File: config.mk
export PLATFORM = sky130hd
export DESIGN_NAME = otp_secreg_ctrl
export DESIGN_NICKNAME = d
export VERILOG_FILES = /design/src/rtl/otp_sec_pkg.sv /design/src/rtl/otp_cmd_decode.sv /design/src/rtl/otp_prog_timer.sv /design/src/rtl/otp_store.sv /design/src/rtl/otp_read_shift.sv /design/src/rtl/otp_secreg_ctrl.sv
export SDC_FILE = /design/constraint.sdc
export NUM_CORES = 1
export LEC_CHECK = 0
export BUFFER_PORTS_ARGS = -buffer_cell sky130_fd_sc_hd__buf_2
export CAP_MARGIN = 15
export CORE_ASPECT_RATIO = 1.75
export CORE_MARGIN = 2
export CORE_UTILIZATION = 65
export CTS_BUF_LIST = sky130_fd_sc_hd__clkbuf_2 sky130_fd_sc_hd__clkbuf_4 sky130_fd_sc_hd__clkbuf_8
export DETAILED_ROUTE_END_ITERATION = 12
export HOLD_SLACK_MARGIN = 0.15
export PLACE_DENSITY = 0.81
export SYNTH_ARGS = -nofsm -noshare
export SYNTH_HDL_FRONTEND = slang
export SYNTH_HIERARCHICAL = 1
export SYNTH_SLANG_ARGS = --single-unit
File: constraint.sdc
create_clock -name clk -period 31.8 [get_ports clk]
set_input_delay 1.59 -clock clk [delete_from_list [all_inputs] [get_ports clk]]
set_output_delay 1.59 -clock clk [all_outputs]
set_load 0.01 [all_outputs]
File: src/rtl/otp_sec_pkg.sv
package otp_sec_pkg;
  localparam logic [7:0] OPC_PROG  = 8'h9B;
  localparam logic [7:0] OPC_READ  = 8'h77;
  localparam int         ADDR_LEN  = 3;
  localparam int         DUMMY_LEN = 2;

  typedef enum logic [2:0] {
    PH_IDLE,
    PH_OPC,
    PH_ADDR,
    PH_DUMMY,
    PH_PDATA,
    PH_RDATA,
    PH_SKIP
  } phase_e;
endpackage

File: src/rtl/otp_cmd_decode.sv
module otp_cmd_decode
  import otp_sec_pkg::*;
#(
  parameter int REG_BYTES  = 128,
  parameter int USER_BYTES = 64
) (
  input  logic                          clk,
  input  logic                          rst_n,
  input  logic                          cs_start_i,
  input  logic                          cs_end_i,
  input  logic                          cs_partial_i,
  input  logic                          byte_vld_i,
  input  logic [7:0]                    byte_i,
  input  logic                          wel_i,
  input  logic                          busy_i,
  input  logic                          locked_i,
  output logic                          stg_clr_o,
  output logic                          stg_we_o,
  output logic [$clog2(USER_BYTES)-1:0] stg_idx_o,
  output logic [7:0]                    stg_data_o,
  output logic                          prog_go_o,
  output logic                          prog_abort_o,
  output logic                          rd_start_o,
  output logic [$clog2(REG_BYTES)-1:0]  rd_addr_o
);
  localparam int AW = $clog2(REG_BYTES);
  localparam int UW = $clog2(USER_BYTES);

  phase_e        phase_q, phase_d;
  logic [1:0]    cnt_q, cnt_d;
  logic          prog_q, prog_d;
  logic [AW-1:0] addr_q, addr_d;
  logic [AW-1:0] pidx_q, pidx_d;
  logic          past_q, past_d;
  logic          got_q, got_d;
  logic          framed_ok;

  // a program is well framed if data arrived and CS rose on a byte boundary
  assign framed_ok = (phase_q == PH_PDATA) && got_q && !cs_partial_i;

  always_comb begin
    phase_d      = phase_q;
    cnt_d        = cnt_q;
    prog_d       = prog_q;
    addr_d       = addr_q;
    pidx_d       = pidx_q;
    past_d       = past_q;
    got_d        = got_q;
    stg_clr_o    = 1'b0;
    stg_we_o     = 1'b0;
    prog_go_o    = 1'b0;
    prog_abort_o = 1'b0;
    rd_start_o   = 1'b0;
    if (cs_end_i) begin
      if (prog_q && (phase_q == PH_ADDR || phase_q == PH_PDATA)) begin
        if (framed_ok && !locked_i) prog_go_o    = 1'b1;
        else                        prog_abort_o = 1'b1;
      end
      phase_d = PH_IDLE;
      prog_d  = 1'b0;
    end else if (cs_start_i) begin
      phase_d = PH_OPC;
      cnt_d   = '0;
      prog_d  = 1'b0;
      got_d   = 1'b0;
    end else if (byte_vld_i) begin
      unique case (phase_q)
        PH_OPC: begin
          if (busy_i) begin
            phase_d = PH_SKIP;
          end else if (byte_i == OPC_PROG && wel_i) begin
            phase_d   = PH_ADDR;
            prog_d    = 1'b1;
            stg_clr_o = 1'b1;
          end else if (byte_i == OPC_READ) begin
            phase_d = PH_ADDR;
          end else begin
            phase_d = PH_SKIP;
          end
        end
        PH_ADDR: begin
          cnt_d  = cnt_q + 2'd1;
          addr_d = byte_i[AW-1:0];
          if (cnt_q == 2'(ADDR_LEN - 1)) begin
            cnt_d = '0;
            if (prog_q) begin
              phase_d = PH_PDATA;
              pidx_d  = byte_i[AW-1:0];
              past_d  = {1'b0, byte_i[AW-1:0]} >= (AW+1)'(USER_BYTES);
            end else begin
              phase_d = PH_DUMMY;
            end
          end
        end
        PH_DUMMY: begin
          cnt_d = cnt_q + 2'd1;
          if (cnt_q == 2'(DUMMY_LEN - 1)) begin
            phase_d    = PH_RDATA;
            rd_start_o = 1'b1;
          end
        end
        PH_PDATA: begin
          got_d = 1'b1;
          if (!past_q) begin
            stg_we_o = 1'b1;
            pidx_d   = pidx_q + 1'b1;
            if (pidx_q == AW'(USER_BYTES - 1)) past_d = 1'b1;
          end
        end
        default: ;
      endcase
    end
  end

  always_ff @(posedge clk or negedge rst_n) begin
    if (!rst_n) begin
      phase_q <= PH_IDLE;
      cnt_q   <= '0;
      prog_q  <= 1'b0;
      addr_q  <= '0;
      pidx_q  <= '0;
      past_q  <= 1'b0;
      got_q   <= 1'b0;
    end else begin
      phase_q <= phase_d;
      cnt_q   <= cnt_d;
      prog_q  <= prog_d;
      addr_q  <= addr_d;
      pidx_q  <= pidx_d;
      past_q  <= past_d;
      got_q   <= got_d;
    end
  end

  assign stg_idx_o  = pidx_q[UW-1:0];
  assign stg_data_o = byte_i;
  assign rd_addr_o  = addr_q;
endmodule

File: src/rtl/otp_prog_timer.sv
module otp_prog_timer #(
  parameter int PROG_CYCLES = 200
) (
  input  logic clk,
  input  logic rst_n,
  input  logic wel_set_i,
  input  logic prog_go_i,
  input  logic prog_abort_i,
  output logic wel_o,
  output logic busy_o,
  output logic locked_o,
  output logic commit_o
);
  localparam int CW = $clog2(PROG_CYCLES + 1);

  logic          busy_q, busy_d;
  logic          wel_q, wel_d;
  logic          lock_q, lock_d;
  logic [CW-1:0] cnt_q, cnt_d;

  always_comb begin
    busy_d   = busy_q;
    wel_d    = wel_q;
    lock_d   = lock_q;
    cnt_d    = cnt_q;
    commit_o = 1'b0;
    if (busy_q) begin
      if (cnt_q == '0) begin
        busy_d   = 1'b0;
        lock_d   = 1'b1;
        commit_o = 1'b1;
      end else begin
        cnt_d = cnt_q - 1'b1;
      end
    end else if (prog_go_i) begin
      busy_d = 1'b1;
      cnt_d  = CW'(PROG_CYCLES - 1);
    end
    if (prog_go_i || prog_abort_i)   wel_d = 1'b0;
    else if (wel_set_i && !busy_q)   wel_d = 1'b1;
  end

  always_ff @(posedge clk or negedge rst_n) begin
    if (!rst_n) begin
      busy_q <= 1'b0;
      wel_q  <= 1'b0;
      lock_q <= 1'b0;
      cnt_q  <= '0;
    end else begin
      busy_q <= busy_d;
      wel_q  <= wel_d;
      lock_q <= lock_d;
      cnt_q  <= cnt_d;
    end
  end

  assign wel_o    = wel_q;
  assign busy_o   = busy_q;
  assign locked_o = lock_q;
endmodule

File: src/rtl/otp_store.sv
module otp_store #(
  parameter int         REG_BYTES    = 128,
  parameter int         USER_BYTES   = 64,
  parameter logic [7:0] FACTORY_FILL = 8'h00
) (
  input  logic                          clk,
  input  logic                          rst_n,
  input  logic                          stg_clr_i,
  input  logic                          stg_we_i,
  input  logic [$clog2(USER_BYTES)-1:0] stg_idx_i,
  input  logic [7:0]                    stg_data_i,
  input  logic                          commit_i,
  input  logic [$clog2(REG_BYTES)-1:0]  rd_addr_i,
  output logic [7:0]                    rd_byte_o
);
  localparam int AW = $clog2(REG_BYTES);
  localparam int UW = $clog2(USER_BYTES);

  logic [USER_BYTES-1:0] mask_q, mask_d;
  logic [7:0]            user_rd [USER_BYTES];

  always_comb begin
    mask_d = mask_q;
    if (stg_clr_i)     mask_d = '0;
    else if (stg_we_i) mask_d[stg_idx_i] = 1'b1;
  end

  always_ff @(posedge clk or negedge rst_n) begin
    if (!rst_n) mask_q <= '0;
    else        mask_q <= mask_d;
  end

  for (genvar i = 0; i < USER_BYTES; i++) begin : g_cell
    logic [7:0] user_q;
    logic [7:0] stage_q;
    logic       ld_stage;
    logic       ld_user;

    assign ld_stage = stg_we_i && (stg_idx_i == UW'(i));
    assign ld_user  = commit_i && mask_q[i];

    always_ff @(posedge clk or negedge rst_n) begin
      if (!rst_n)       user_q <= 8'hFF;
      else if (ld_user) user_q <= stage_q;
    end

    always_ff @(posedge clk) begin
      if (ld_stage) stage_q <= stg_data_i;
    end

    assign user_rd[i] = user_q;
  end

  assign rd_byte_o = ({1'b0, rd_addr_i} < (AW+1)'(USER_BYTES)) ?
                     user_rd[rd_addr_i[UW-1:0]] : FACTORY_FILL;
endmodule

File: src/rtl/otp_read_shift.sv
module otp_read_shift #(
  parameter int AW = 7
) (
  input  logic          clk,
  input  logic          rst_n,
  input  logic          rd_start_i,
  input  logic [AW-1:0] start_addr_i,
  input  logic          bit_tick_i,
  input  logic          cs_end_i,
  input  logic [7:0]    rd_byte_i,
  output logic [AW-1:0] rd_addr_o,
  output logic          so_o,
  output logic          so_oe_o
);
  logic          act_q, act_d;
  logic [AW-1:0] addr_q, addr_d;
  logic [7:0]    sh_q, sh_d;
  logic [2:0]    bit_q, bit_d;

  // byte to fetch: start address on entry, otherwise the following one
  assign rd_addr_o = rd_start_i ? start_addr_i : addr_q + 1'b1;

  always_comb begin
    act_d  = act_q;
    addr_d = addr_q;
    sh_d   = sh_q;
    bit_d  = bit_q;
    if (cs_end_i) begin
      act_d = 1'b0;
    end else if (rd_start_i) begin
      act_d  = 1'b1;
      addr_d = start_addr_i;
      sh_d   = rd_byte_i;
      bit_d  = '0;
    end else if (act_q && bit_tick_i) begin
      if (bit_q == 3'd7) begin
        addr_d = addr_q + 1'b1;
        sh_d   = rd_byte_i;
        bit_d  = '0;
      end else begin
        sh_d  = {sh_q[6:0], 1'b0};
        bit_d = bit_q + 3'd1;
      end
    end
  end

  always_ff @(posedge clk or negedge rst_n) begin
    if (!rst_n) begin
      act_q  <= 1'b0;
      addr_q <= '0;
      sh_q   <= '0;
      bit_q  <= '0;
    end else begin
      act_q  <= act_d;
      addr_q <= addr_d;
      sh_q   <= sh_d;
      bit_q  <= bit_d;
    end
  end

  assign so_o    = act_q & sh_q[7];
  assign so_oe_o = act_q;
endmodule

File: src/rtl/otp_secreg_ctrl.sv
module otp_secreg_ctrl #(
  parameter int         REG_BYTES    = 128,
  parameter int         USER_BYTES   = 64,
  parameter int         PROG_CYCLES  = 200,
  parameter int         PBUF_AW      = 8,
  parameter logic [7:0] FACTORY_FILL = 8'h00
) (
  input  logic               clk,
  input  logic               rst_n,
  input  logic               cs_start_i,
  input  logic               cs_end_i,
  input  logic               cs_partial_i,
  input  logic               byte_vld_i,
  input  logic [7:0]         byte_i,
  input  logic               bit_tick_i,
  input  logic               wel_set_i,
  output logic               wel_o,
  output logic               busy_o,
  output logic               locked_o,
  output logic               so_o,
  output logic               so_oe_o,
  output logic               pbuf_we_o,
  output logic [PBUF_AW-1:0] pbuf_addr_o,
  output logic [7:0]         pbuf_data_o
);
  localparam int AW = $clog2(REG_BYTES);
  localparam int UW = $clog2(USER_BYTES);

  logic [1:0]    rst_sync_q;
  logic          rst_int_n;
  logic          stg_clr, stg_we, prog_go, prog_abort, rd_start, commit;
  logic [UW-1:0] stg_idx;
  logic [7:0]    stg_data, rd_byte;
  logic [AW-1:0] dec_addr, fetch_addr;

  // reset asserts at once, releases after two clocks
  always_ff @(posedge clk or negedge rst_n) begin
    if (!rst_n) rst_sync_q <= '0;
    else        rst_sync_q <= {rst_sync_q[0], 1'b1};
  end
  assign rst_int_n = rst_sync_q[1];

  otp_cmd_decode #(.REG_BYTES(REG_BYTES), .USER_BYTES(USER_BYTES)) i_dec (
    .clk(clk), .rst_n(rst_int_n),
    .cs_start_i(cs_start_i), .cs_end_i(cs_end_i), .cs_partial_i(cs_partial_i),
    .byte_vld_i(byte_vld_i), .byte_i(byte_i),
    .wel_i(wel_o), .busy_i(busy_o), .locked_i(locked_o),
    .stg_clr_o(stg_clr), .stg_we_o(stg_we), .stg_idx_o(stg_idx),
    .stg_data_o(stg_data), .prog_go_o(prog_go), .prog_abort_o(prog_abort),
    .rd_start_o(rd_start), .rd_addr_o(dec_addr)
  );

  otp_prog_timer #(.PROG_CYCLES(PROG_CYCLES)) i_tmr (
    .clk(clk), .rst_n(rst_int_n),
    .wel_set_i(wel_set_i), .prog_go_i(prog_go), .prog_abort_i(prog_abort),
    .wel_o(wel_o), .busy_o(busy_o), .locked_o(locked_o), .commit_o(commit)
  );

  otp_store #(.REG_BYTES(REG_BYTES), .USER_BYTES(USER_BYTES),
              .FACTORY_FILL(FACTORY_FILL)) i_store (
    .clk(clk), .rst_n(rst_int_n),
    .stg_clr_i(stg_clr), .stg_we_i(stg_we), .stg_idx_i(stg_idx),
    .stg_data_i(stg_data), .commit_i(commit),
    .rd_addr_i(fetch_addr), .rd_byte_o(rd_byte)
  );

  otp_read_shift #(.AW(AW)) i_shift (
    .clk(clk), .rst_n(rst_int_n),
    .rd_start_i(rd_start), .start_addr_i(dec_addr), .bit_tick_i(bit_tick_i),
    .cs_end_i(cs_end_i), .rd_byte_i(rd_byte),
    .rd_addr_o(fetch_addr), .so_o(so_o), .so_oe_o(so_oe_o)
  );

  assign pbuf_we_o   = stg_we;
  assign pbuf_addr_o = PBUF_AW'(stg_idx);
  assign pbuf_data_o = stg_data;
endmodule

==> results by group, run 1 <==
Floorplan
  – Die W: 203 um
  – Row count: between 100 and 150
  – Starting Density: 65.5%
  – Core Region: 68500 um^2
  – IO Pins: 38
  – Die area: 71200 um^2
  – Vert. Die Dim: 351 um

Flow run
  – Max Cap Viol: 0

STA
  – Clk_skew: 0.0289 ns
  – Final Hold Viols: 0
  – PnR worst setup slack: about 26 ns
  – Minimum period implied by the final worst setup slack: 5.68 ns
  – Worst Tran Pin Value: between 1 and 1.5 ns
  – Final-report setup violation count: 0
  – Slew HR: 24.4%
  – Fin crit share: 17.9%
  – WHS: 0.358 ns
  – RSZ-0062 raised after global routing: false
  – Fin. max-slew vios: 0
  – Max Fclk: 0.176 GHz
  – Setup TNS: 0 ns

Clocking
  – Max clock buf depth: 3
  – Clk_lat worst skew: 0.80 ns
  – H-tree Lvls: 4
  – CTS tree: done
  – CTS Sinks: 1142
  – Num CTS Buffers: 153
  – Setup Fix Bufs, Post-CTS: 0
  – Worst-path clk slew: 0.07 ns
  – Clock root buffer: clkbuf_8
  – Hold Buf Count CTS: 0
  – Resized Gates After CTS: 0

Hold path
  – Startpoint of the worst hold path: rst_sync_q[0]
  – Hold Crit Class: register to register

Power
  – Post-layout total power: 2.79 mW
  – Worst vdd ir: 0.0000504 V
  – Leak pwr: around 19 nW
  – Power Dens Cells: 56.7 nW/um^2

GRT
  – Gr usage total: 31.9%
  – Largest net degree at the start of global routing: 174
  – Number of global-route vias before repair: 25893
  – M1 GR Usage: between 30% and 40%
  – Initial antenna violation count: 3
  – GRT overflow: 0
  – GR Util met3: 5.33%
  – Met2 Usage GRT: 55.7%
  – GR peak layer: met2
  – First-pass GRT wire length: 164000 um

Yosys
  – Synth unique cells: 83
  – Register area share after synthesis: 70.9%
  – Synth top cells by count: mux2_2, dfstp_2, edfxtp_1
  – Top cell type's share of synthesized area: 34.3%
  – Most common cell in the netlist: mux2_2
  – Primary FF master, synth: edfxtp_1
  – Post-synthesis register bit count: 1142
  – Number of flops mapped to enable cells by yosys: approximately 510
  – Post-synthesis cell count: around 2600
  – Area leader, netlist: edfxtp_1
  – Post-Syn Area: 44900 um^2
  – Number of synthesis warnings: 6
  – Synthesized area per cell: 17.5 um^2
  – Async SR Flop Fraction: 55.2%
  – Largest cells by area after synthesis: edfxtp_1, dfstp_2, mux2_2

Finish
  – Area grow syn2layout: 9.85%
  – Nets: 2719
  – Final core occ: 71.9%
  – Layout cells sized above 1: between 50% and 60%

Setup path
  – Crit start category: primary input
  – Crit path max fanout: 57
  – Crit. End Element: register
  – Worst setup path startpoint: cs_end_i
  – Worst endpoint data arrival time: 6.34 ns
  – R2R Path Start: i_dec/phase_q[1]
  – Worst setup path class: primary input to register
  – Worst Path Required: around 32 ns

Routing
  – DR pass1 iterations: 5
  – Final WL: about 110000 um
  – Routed length per instance: a little under 30 um
  – Via Count: 23920
  – # DRC: 0
  – Vias per cell: 6.41
  – Antenna-violating nets left: 0
  – Iteration-0 DRC count of the detailed router: approximately 1900

Placed design
  – Post-DP HPWL: slightly below 70000 um
  – IO buf count: 35
  – DP Worst Slack: roughly 25 ns
  – Global placement routability congestion: 0.900

Status
  – Status: completed
-- per-stage QoR --
step	cells	cell area [um^2]
floorplan	2564	44900
global placement	3445	45900
detailed placement	3445	45900
CTS	3731	49300
global route	3732	49300
finish	3733	49300
-- placed cells by master (no fill, tap or decap), types with 35 or more instances in the layout --
cell,n
mux2_2,526
edfxtp_1,512
clkbuf_4,63
nand2_1,110
dfstp_2,512
buf_4,35
dfrtp_1,117
mux4_2,117
clkbuf_8,186
buf_2,35
nor2_1,224
-- cell families after synthesis --
group,count (synthesis),synth area share (%)
DFF,1142,70.9
muxes,674,20.1
and+or+nand+nor,459,4.71
AOI/OAI and AO/OA,167,2.51
buffers and inverters,105,1.47
xor gates and xnor gates,8,0.156
adders and majority gates,6,0.167
other,2,0.0167
-- area by class of cell --
cell class | instances | area, um^2
inverter | 12 | 45.0
tap | 903 | 1130
sequential | 1142 | 31800
multi-input combinational | 1317 | 12500
clock buffer | 249 | 3030
fill | 3980 | 19200
timing repair buffer | 71 | 458
clock inverter | 37 | 345
antenna | 2 | 5.00
-- routing by layer --
metal | wire length [um] | share of wire [%] | vias to the layer above
met1 | 37900 | 35 | 12633
met4 | 7270 | 6.6 | 0
met2 | 57500 | 53 | 1044
met3 | 6850 | 6.2 | 315
met5 | 0 | 0 | -
li1 | - | - | 9928
-- registers in the layout (all words and copies together), names as in the netlist --
register	cells
i_dec/pidx_q	7
i_dec/phase_q	3
i_shift/bit_q	3
i_dec/got_q	1
i_store/g_cell.stage_q	512
i_store/mask_q	64
i_shift/addr_q	7
i_tmr/wel_o	1
i_tmr/cnt_q	8
i_tmr/busy_o	1
rst_sync_q	2
i_dec/rd_addr_o	7
i_store/g_cell.user_q	512
i_shift/so_oe_o	1
i_dec/prog_q	1
i_dec/cnt_q	2
i_dec/past_q	1
i_tmr/locked_o	1
i_shift/sh_q	8
-- path summary, 6_finish.rpt --
path	depth (start not counted)	end	slack (ns)
min in group asynchronous	0	i_store/mask_q[9]	0.44
max in group asynchronous	3	i_store/mask_q[61]	28.17
worst min register to register	0	rst_sync_q[1]	0.36
worst min-delay path	0	rst_sync_q[1]	0.36
worst max-delay path	15	i_shift/sh_q[2]	26.12
worst max register to register	14	i_shift/sh_q[2]	26.33
-- power by group --
| part | leakage, nW | internal (mW) | total, mW | switching (mW) |
|---|---|---|---|---|
| registers | 11.5 | 1.55 | 1.56 | 0.0106 |
| clock network | 1.78 | 0.653 | 1.18 | 0.529 |
| logic | 5.68 | 0.00868 | 0.0510 | 0.0423 |
| total | 18.9 | 2.21 | 2.79 | 0.582 |
-- critical path: stages --
cell and delay (ns):
buf_2 0.23, nor2_1 0.34, nand4_1 0.20, nor2_2 0.16
buf_4 0.32, mux2_8 0.62, buf_4 0.55, buf_4 0.72
mux4_2 0.60, mux2i_1 0.33, a2bb2oi_1 0.16, o211ai_2 0.10
o211ai_1 0.10, mux2i_1 0.14, a21oi_1 0.09
Power figures use the tool's default switching activity.
==> run 2, diff against run 1 <==
--- a/config.mk
+++ b/config.mk
@@ -9,11 +9,11 @@
 export CAP_MARGIN = 15
 export CORE_ASPECT_RATIO = 1.75
 export CORE_MARGIN = 2
-export CORE_UTILIZATION = 65
+export CORE_UTILIZATION = 59
 export CTS_BUF_LIST = sky130_fd_sc_hd__clkbuf_2 sky130_fd_sc_hd__clkbuf_4 sky130_fd_sc_hd__clkbuf_8
 export DETAILED_ROUTE_END_ITERATION = 12
 export HOLD_SLACK_MARGIN = 0.15
-export PLACE_DENSITY = 0.81
+export PLACE_DENSITY = 0.77
 export SYNTH_ARGS = -nofsm -noshare
 export SYNTH_HDL_FRONTEND = slang
 export SYNTH_HIERARCHICAL = 1
==> constraint.sdc (replaced) <==
create_clock -name clk -period 5.15 [get_ports clk]
set_input_delay 0.2575 -clock clk [delete_from_list [all_inputs] [get_ports clk]]
set_output_delay 0.2575 -clock clk [all_outputs]
set_load 0.01 [all_outputs]
==> run 2 against run 1 <==
Effect of this change:
- global-route usage fell by 3.1 points
- critical path depth down 2
- design area is 1.1% higher
- largest cell class unchanged
==> results by group, run 2 (synthesis gave the netlist of run 1 again) <==
Placed design
  – IO buf count: 35
  – Global placement routability congestion: 0.941
  – Dpl cell area: between 40000 and 50000 um^2
  – DP Worst Slack: 0.785 ns
  – Post-DP HPWL: approximately 70000 um
  – Post-Place Cells: 3591

Clocking
  – Clk_lat worst skew: 0.80 ns
  – Max clock buf depth: 3
  – Worst-path clk slew: 0.07 ns
  – H-tree Lvls: 4
  – CTS Sinks: 1142
  – CTS tree: done
  – Num CTS Buffers: roughly 150
  – Setup Fix Bufs, Post-CTS: 0
  – Clock root buffer: clkbuf_8

Setup path
  – Worst path slowest cell: o21ai_4
  – Worst setup path class: register to register
  – Worst endpoint data arrival time: 5.11 ns
  – Critical Path, Cell by Cell: nor2b_1, buf_4, nand4_1, nor2_2, buf_4, o21ai_4, buf_4, mux4_2, nor3_1, or4_1, o211ai_1, mux2i_1, a21oi_1
  – Slowest stage delay, CP: just over 0.8 ns
  – R2R Path Start: i_dec/phase_q[1]
  – Most frequent CP cell: buf_4
  – Crit. End Element: register
  – Crit start category: register
  – Worst Path Required: 5.82 ns
  – Worst setup path startpoint: i_dec/phase_q[1]
  – Crit path max fanout: 20

Routing
  – Vias per cell: 6.19
  – Final WL: between 100000 and 150000 um
  – M1 wire length: 38000 um
  – Routed length per instance: 27.9 um
  – Highest routed layer: met5
  – # DRC: 0
  – Met2 Wirelength: 57000 um
  – Iteration-0 DRC count of the detailed router: 1897
  – DR pass1 iterations: 5
  – Via Count: 24094
  – Routed wl met3: 6670 um
  – Antenna-violating nets left: 0

STA
  – Worst Tran Pin Value: 1.15 ns
  – WHS: 0.233 ns
  – Final-report setup violation count: 0
  – Clk_skew: 0.0351 ns
  – Setup TNS: 0 ns
  – PnR worst setup slack: 0.716 ns
  – Fin crit share: 86.1%
  – RSZ-0062 raised after global routing: false
  – Minimum period implied by the final worst setup slack: 4.43 ns
  – Slew HR: a little under a quarter
  – Max Fclk: 0.226 GHz
  – Fin. max-slew vios: 0
  – Final Hold Viols: 0

Power
  – Post-layout total power: about 17 mW
  – Leak pwr: 19.2 nW
  – Worst vdd ir: 0.000343 V
  – Power Dens Cells: 343 nW/um^2

Finish
  – Most common cell after layout, fill and taps aside: mux2_2
  – Fin area: 49800 um^2
  – Finished Layout Cells: 3892
  – Biggest regs: i_store/g_cell.stage_q (512), i_store/g_cell.user_q (512), i_store/mask_q (64)
  – Final core occ: 66.2%
  – Most frequent cells in the layout: mux2_2, edfxtp_1, dfstp_2, nor2_1, clkbuf_8
  – Nets: 2770
  – Area grow syn2layout: 11.1%
  – Layout cells sized above 1: 54.3%

GRT
  – Number of global-route vias before repair: 26222
  – GRT overflow: 0
  – First-pass GRT wire length: 164000 um
  – Largest net degree at the start of global routing: 145
  – Gr usage total: 28.8%
  – Initial antenna violation count: 2

Status
  – Status: completed

Floorplan
  – Core Region: about 75000 um^2
  – Starting Density: about three fifths
  – IO Pins: 38
  – Vert. Die Dim: about 370 um
  – Die area: 78300 um^2
  – Die W: 212 um
  – Row count: 133

Hold path
  – Hold Crit Class: primary input to register
  – Startpoint of the worst hold path: byte_i[7]

Flow run
  – Max Cap Viol: 0
run 2: final timing paths:
| kind | endpoint | slack (ns) | cells after the start |
|---|---|---|---|
| hold / removal | i_store/mask_q[11] | 0.23 | 5 |
| setup reg to reg | i_shift/sh_q[2] | 0.72 | 13 |
| hold reg to reg | i_shift/addr_q[3] | 0.31 | 0 |
| max in group asynchronous | i_store/mask_q[30] | 3.12 | 2 |
| setup / recovery | i_shift/sh_q[2] | 0.72 | 13 |
| min in group asynchronous | i_shift/addr_q[3] | 0.31 | 0 |
run 2: cell type report:
cell class / count / area, um^2
fill: 5069 / 25400
inverter: 12 / 45.0
tap: 1012 / 1270
sequential: 1142 / 31800
multi-input combinational: 1317 / 12500
timing repair buffer: 123 / 1000
clock buffer: 231 / 2820
antenna: 1 / 2.50
clock inverter: 54 / 438
run 2: per-layer routing:
metal,track usage (%),vias up
met5,0,-
met3,4.82,300
met4,17.4,2
li1,-,10021
met1,33.8,12736
met2,49.4,1035
run 2: what timing repair did:
action	4_1_cts	5_1_grt
gates resized for setup	0	0
hold buffers	15	0
endpoints found under the hold margin	94	0
run 2: critical path, delay by kind of cell (launching register included):
kind	cells	cell delay, ns
and+or+nand+nor	5	1.15
AOI/OAI and AO/OA	3	1.00
buffers and inverters	3	0.87
muxes	2	0.77
DFF	1	0.50
run 2: power by group:
group / switching, mW / internal, mW
Sequential: 0.0571 / 9.57
Clock: 3.32 / 3.78
Combinational: 0.272 / 0.0614
Total: 3.65 / 13.4
